`src/rtl/burst_seq_pkg.sv`:
```
package burst_seq_pkg;
  typedef enum logic [2:0] {
    BLC_1    = 3'd0,
    BLC_2    = 3'd1,
    BLC_4    = 3'd2,
    BLC_8    = 3'd3,
    BLC_PAGE = 3'd7
  } bl_code_e;

  typedef enum logic {
    ORD_SEQ  = 1'b0,
    ORD_INTL = 1'b1
  } order_e;
endpackage

```
`src/rtl/burst_cfg_decode.sv`:
```
module burst_cfg_decode #(
  parameter int COL_W = 8
) (
  input  logic [2:0]       bl_code_i,
  input  logic             order_i,
  output logic [COL_W-1:0] mask_o,
  output logic             full_o,
  output logic             illegal_o
);
  import burst_seq_pkg::*;

  always_comb begin
    mask_o    = '0;
    full_o    = 1'b0;
    illegal_o = 1'b0;
    case (bl_code_i)
      BLC_1:    mask_o = '0;
      BLC_2:    mask_o = COL_W'(1);
      BLC_4:    mask_o = COL_W'(3);
      BLC_8:    mask_o = COL_W'(7);
      BLC_PAGE: begin
        mask_o = '1;
        full_o = 1'b1;
      end
      default:  illegal_o = 1'b1;
    endcase
    // full page only walks sequentially
    if (full_o && (order_i == ORD_INTL)) illegal_o = 1'b1;
  end
endmodule

```
`src/rtl/burst_beat_ctrl.sv`:
```
module burst_beat_ctrl #(
  parameter int COL_W = 8
) (
  input  logic             clk_i,
  input  logic             rst_ni,
  input  logic             start_i,
  input  logic             cfg_ok_i,
  input  logic             full_i,
  input  logic [COL_W-1:0] mask_i,
  input  logic             term_i,
  output logic             active_o,
  output logic [COL_W-1:0] beat_o,
  output logic [COL_W-1:0] mask_o,
  output logic             last_o
);
  logic             active_q;
  logic             full_q;
  logic [COL_W-1:0] beat_q;
  logic [COL_W-1:0] mask_q;

  assign last_o = active_q & (full_q ? term_i : (beat_q == mask_q));

  always_ff @(posedge clk_i or negedge rst_ni) begin
    if (!rst_ni) begin
      active_q <= 1'b0;
      full_q   <= 1'b0;
      beat_q   <= '0;
      mask_q   <= '0;
    end else if (start_i) begin
      active_q <= cfg_ok_i;
      full_q   <= full_i;
      beat_q   <= '0;
      mask_q   <= mask_i;
    end else if (active_q) begin
      if (last_o) active_q <= 1'b0;
      else        beat_q   <= beat_q + COL_W'(1);
    end
  end

  assign active_o = active_q;
  assign beat_o   = beat_q;
  assign mask_o   = mask_q;


  beat_in_range_chk: assert property (@(posedge clk_i) disable iff (!rst_ni)
    (active_q && !full_q) |-> (beat_q <= mask_q));


  term_ends_page_chk: assert property (@(posedge clk_i) disable iff (!rst_ni)
    (active_q && full_q && term_i && !start_i) |=> !active_q);
endmodule

```
`src/rtl/burst_addr_gen.sv`:
```
module burst_addr_gen #(
  parameter int COL_W = 8
) (
  input  logic             clk_i,
  input  logic             rst_ni,
  input  logic             start_i,
  input  logic [COL_W-1:0] col_i,
  input  logic             order_i,
  input  logic [COL_W-1:0] beat_i,
  input  logic [COL_W-1:0] mask_i,
  output logic             order_o,
  output logic [COL_W-1:0] col_o
);
  logic [COL_W-1:0] base_q;
  logic             order_q;
  logic [COL_W-1:0] seq_low;
  logic [COL_W-1:0] intl_low;

  always_ff @(posedge clk_i or negedge rst_ni) begin
    if (!rst_ni) begin
      base_q  <= '0;
      order_q <= 1'b0;
    end else if (start_i) begin
      base_q  <= col_i;
      order_q <= order_i;
    end
  end

  assign seq_low  = base_q + beat_i;
  assign intl_low = base_q ^ beat_i;

  for (genvar b = 0; b < COL_W; b++) begin : g_bit
    assign col_o[b] = mask_i[b] ? (order_q ? intl_low[b] : seq_low[b]) : base_q[b];
  end

  assign order_o = order_q;
endmodule

```
`src/rtl/burst_col_seq.sv`:
```
module burst_col_seq #(
  parameter int COL_W = 8
) (
  input  logic             clk_i,
  input  logic             rst_ni,
  input  logic             start_i,
  input  logic [COL_W-1:0] start_col_i,
  input  logic [2:0]       bl_code_i,
  input  logic             burst_type_i,
  input  logic             term_i,
  output logic [COL_W-1:0] col_o,
  output logic             valid_o,
  output logic             last_o,
  output logic             cfg_err_o
);
  logic [COL_W-1:0] dec_mask;
  logic             dec_full;
  logic             dec_illegal;
  logic             active;
  logic [COL_W-1:0] beat;
  logic [COL_W-1:0] mask_q;
  logic             order_q;
  logic             err_q;

  burst_cfg_decode #(.COL_W(COL_W)) u_dec (
    .bl_code_i (bl_code_i),
    .order_i   (burst_type_i),
    .mask_o    (dec_mask),
    .full_o    (dec_full),
    .illegal_o (dec_illegal)
  );

  burst_beat_ctrl #(.COL_W(COL_W)) u_ctrl (
    .clk_i    (clk_i),
    .rst_ni   (rst_ni),
    .start_i  (start_i),
    .cfg_ok_i (!dec_illegal),
    .full_i   (dec_full),
    .mask_i   (dec_mask),
    .term_i   (term_i),
    .active_o (active),
    .beat_o   (beat),
    .mask_o   (mask_q),
    .last_o   (last_o)
  );

  burst_addr_gen #(.COL_W(COL_W)) u_addr (
    .clk_i   (clk_i),
    .rst_ni  (rst_ni),
    .start_i (start_i),
    .col_i   (start_col_i),
    .order_i (burst_type_i),
    .beat_i  (beat),
    .mask_i  (mask_q),
    .order_o (order_q),
    .col_o   (col_o)
  );

  always_ff @(posedge clk_i or negedge rst_ni) begin
    if (!rst_ni) err_q <= 1'b0;
    else         err_q <= start_i & dec_illegal;
  end

  assign valid_o   = active;
  assign cfg_err_o = err_q;


  last_needs_valid_chk: assert property (@(posedge clk_i) disable iff (!rst_ni)
    last_o |-> valid_o);


  err_no_beat_chk: assert property (@(posedge clk_i) disable iff (!rst_ni)
    cfg_err_o |-> !valid_o);


  first_beat_chk: assert property (@(posedge clk_i) disable iff (!rst_ni)
    (start_i && !dec_illegal) |=> (valid_o && col_o == $past(start_col_i)));


  upper_held_chk: assert property (@(posedge clk_i) disable iff (!rst_ni)
    (valid_o && $past(valid_o) && !$past(last_o) && !$past(start_i))
      |-> (((col_o ^ $past(col_o)) & ~mask_q) == '0));


  seq_step_chk: assert property (@(posedge clk_i) disable iff (!rst_ni)
    (valid_o && !order_q && $past(valid_o) && !$past(last_o) && !$past(start_i))
      |-> (((col_o - $past(col_o)) & mask_q) == COL_W'(1)));
endmodule

```
`config.mk`:
```
export PLATFORM = sky130hd
export DESIGN_NAME = burst_col_seq
export DESIGN_NICKNAME = d
export VERILOG_FILES = /design/src/rtl/burst_seq_pkg.sv /design/src/rtl/burst_cfg_decode.sv /design/src/rtl/burst_beat_ctrl.sv /design/src/rtl/burst_addr_gen.sv /design/src/rtl/burst_col_seq.sv
export SDC_FILE = /design/constraint.sdc
export NUM_CORES = 1
export LEC_CHECK = 0
export ABC_CLOCK_PERIOD_IN_PS = 2900
export BUFFER_PORTS_ARGS = -buffer_cell sky130_fd_sc_hd__clkbuf_2
export CAP_MARGIN = 30
export CORE_UTILIZATION = 30
export CTS_CLUSTER_DIAMETER = 200
export CTS_CLUSTER_SIZE = 14
export DETAILED_ROUTE_END_ITERATION = 12
export MAX_ROUTING_LAYER = met4
export PLACE_DENSITY = 0.53
export SETUP_SLACK_MARGIN = 0.4
export SYNTH_ARGS = -nofsm -noshare
export SYNTH_HDL_FRONTEND = slang
export SYNTH_SLANG_ARGS = --single-unit
```
`constraint.sdc`:
```
create_clock -name clk_i -period 2.9 [get_ports clk_i]
set_input_delay 0.145 -clock clk_i [delete_from_list [all_inputs] [get_ports clk_i]]
set_output_delay 0.145 -clock clk_i [all_outputs]
set_load 0.01 [all_outputs]
```
==> run metrics <==
vias per cell 4.921; Cells after Synth ~150; Cell Pwr Density 507.1 nW/um^2; Max Clk Rate 409.0 MHz; crit end category output pin; worst skew pair latency 0.26 ns; vias post-DR 1240; top cells by count, synth 23 x dfrtp_1, 16 x nor2_1, 14 x a21oi_1; CTS H-tree lvls 1; final max-slew violation count 0; Non-Filler Instances 252; count of final setup violators 0; worst reg2reg path depth 5; Die Width between 70 and 80 um; Die Y between 70 and 80 um; placed instance count 243; pin slew with the least headroom to its limit 0.5777 ns; Hold Path Class in -> reg; RR Startpoint u_ctrl.full_q; Max-cap violations 0; Power Internal approximately 0.6 mW; Sink Count 23; CP Max Fanout 3; final weighted congestion in routability-driven placement 0.7209; CTS root buf clkbuf_8; min cycle time layout 2.445 ns; gr usage total between 10% and 20%; post-DP HPWL 2351 um; Post-route DRC 0; RSZ-0062 raised after global routing yes; first-pass GRT wire length roughly 5400 um; R2R setup slack 1.02 ns; switching power 0.3084 mW; Worst-path clk slew 0.08 ns; cell with the most instances after synthesis dfrtp_1; Synthesized Nets 179; Max-slew headroom approximately three fifths; CP startpoint u_addr.base_q[0]; Post-synth EDFFs 0; part of the power in combinational logic 34.7%; CP Data Required Time 2.76 ns; largest net degree at the start of global routing 24; First-pass DRT Iterations 4; Hold WS between 0.1 and 0.15 ns; CTS buffer count 3; Synth Cell Area 1480 sq um; R2R Path End u_ctrl.beat_o[7]; endpoints failing hold 0; Synth cell types 41; Total Power 0.9110 mW; CTS Buffer Depth 2; Top Ports 27; # rows 25; antenna violations before repair 0; CTS tree yes; warnings from Yosys 0; initial cell density of the core between 30% and 40%; Synth top area share 38.88%; share of cells above drive strength 1 29.73%; Post-synth top flop dfrtp_1; clk_skew 0.002310 ns; Max IR drop VDD 0.4175 mV; routed len/inst 13.00 um; Worst Path Arrival 2.30 ns; DRT iter0 DRCs 55; area delta synth->final 21.39%; crit start category flip-flop; PortBufs 26; core area 4723 sq um; Flop pwr share 43.4%; hold depth 2; area leader, netlist dfrtp_1; clock network fraction of total power 21.9%; sequential fraction of the synthesis area 38.88%; flops & latches, synth 23; total wire length 3276 um; leakage 0.7779 nW; sink of the worst hold path u_addr.base_q[7]; grt total ovfl 0; setup TNS 0 ns; vias in the first global route approximately 1100; ranking of synthesized cells by area dfrtp_1 39%, mux2_2 7.6%, ha_1 6.8%, a21oi_1 4.7%, xnor2_1 4.1%; Worst Min Path Start start_col_i[7]; Layout Nets 211; syn avg cell area between 9 and 10 sq um; die area 5219 sq um; Routed Antenna Nets 0; async set or reset register ratio after synthesis 100.0%; fin crit share 84.31%; Sw Ratio around 34%; diodes inserted 0; path type of the worst setup path reg -> out; status finished clean
## cell families (layout without fill, tap and decap cells)
kind of cell / count (synthesis) / after routing / synth area share [%]
simple gates: 52 / 52 / 17.84
buf+inv: 9 / 40 / 3.043
flops: 23 / 23 / 38.88
fa+ha+maj: 9 / 9 / 8.115
xor+xnor: 9 / 9 / 5.326
compound gates: 40 / 40 / 17.84
mux: 12 / 12 / 8.960
## timing repair
item,CTS,global route
endpoints found under the hold margin,23,0
buffers inserted,3,1
pin swaps,1,2
hold buffers,1,0
gates resized for setup,4,9
endpoints found under the setup margin,1,3
## per-stage QoR
| stage | area, sq um | worst slack (ns) | utilization (%) |
|---|---|---|---|
| final | 1797 | 0.4551 | 38.04 |
| after global placement | 1672 | 0.5086 | 35.39 |
| after floorplan | 1480 | 0.7152 | - |
| after global routing | 1797 | 0.3331 | 38.04 |
| after CTS | 1759 | 0.4227 | 37.25 |
| after detailed placement | 1672 | 0.4727 | 35.39 |
## sequential cells by signal, summed over array words and instances, names as in the netlist
signal	cells
u_ctrl.active_o	1
u_ctrl.beat_o	8
u_addr.base_q	8
cfg_err_o	1
u_addr.order_o	1
u_ctrl.full_q	1
u_ctrl.mask_o	3
## routing by layer
metal  wire length, um  GRT usage, %  vias to the layer above
li1                  -             -                      626
met1              1639         18.44                      592
met2              1515         21.70                       20
met3               106         3.333                        2
met4                14         1.961                        0
met5                 0             -                        -
## power by group through the flow
stage	Sequential [mW]	Clock, mW	Combinational, mW
floorplan	0.395	0	0.209
global placement	0.404	0	0.277
detailed placement	0.408	0	0.277
CTS	0.393	0.209	0.308
global route	0.403	0.219	0.356
finish	0.396	0.199	0.316
## cells in the final DEF, fill, tap and decap left out, types with 4 or more instances in the layout
cell,n
clkbuf_2,24
dfrtp_1,20
nor2_1,16
a21oi_1,13
nand2_1,10
mux2_2,10
o21ai_0,9
xnor2_1,7
ha_1,7
nand3_1,5
buf_4,5
or3_1,4
inv_1,4
## layout make-up
type | instances | area, sq um
Tap cell | 67 | 83.83
Multi-Input combinational cell | 122 | 889.6
Sequential cell | 23 | 579.3
Clock buffer | 4 | 45.04
Timing Repair Buffer | 32 | 183.9
Fill cell | 509 | 2927
Inverter | 4 | 15.01
## worst max-delay path by stage
stage               cells past startpoint  slack (ns)  endpoint
global route                            8        0.33  col_o[6]
finish                                  8        0.46  col_o[6]
detailed placement                      8        0.47  col_o[6]
floorplan                               7        0.72  col_o[6]
CTS                                     7        0.42  col_o[7]
global placement                        8        0.51  col_o[6]
## critical path: stages, from the launching register on
cell	delay (ns)
dfrtp_1	0.42
ha_4	0.18
fa_2	0.33
a21o_1	0.17
a21oi_2	0.18
nor3_2	0.06
or3_1	0.34
a31o_2	0.24
buf_6	0.11
(Power assumes the default switching activity.)
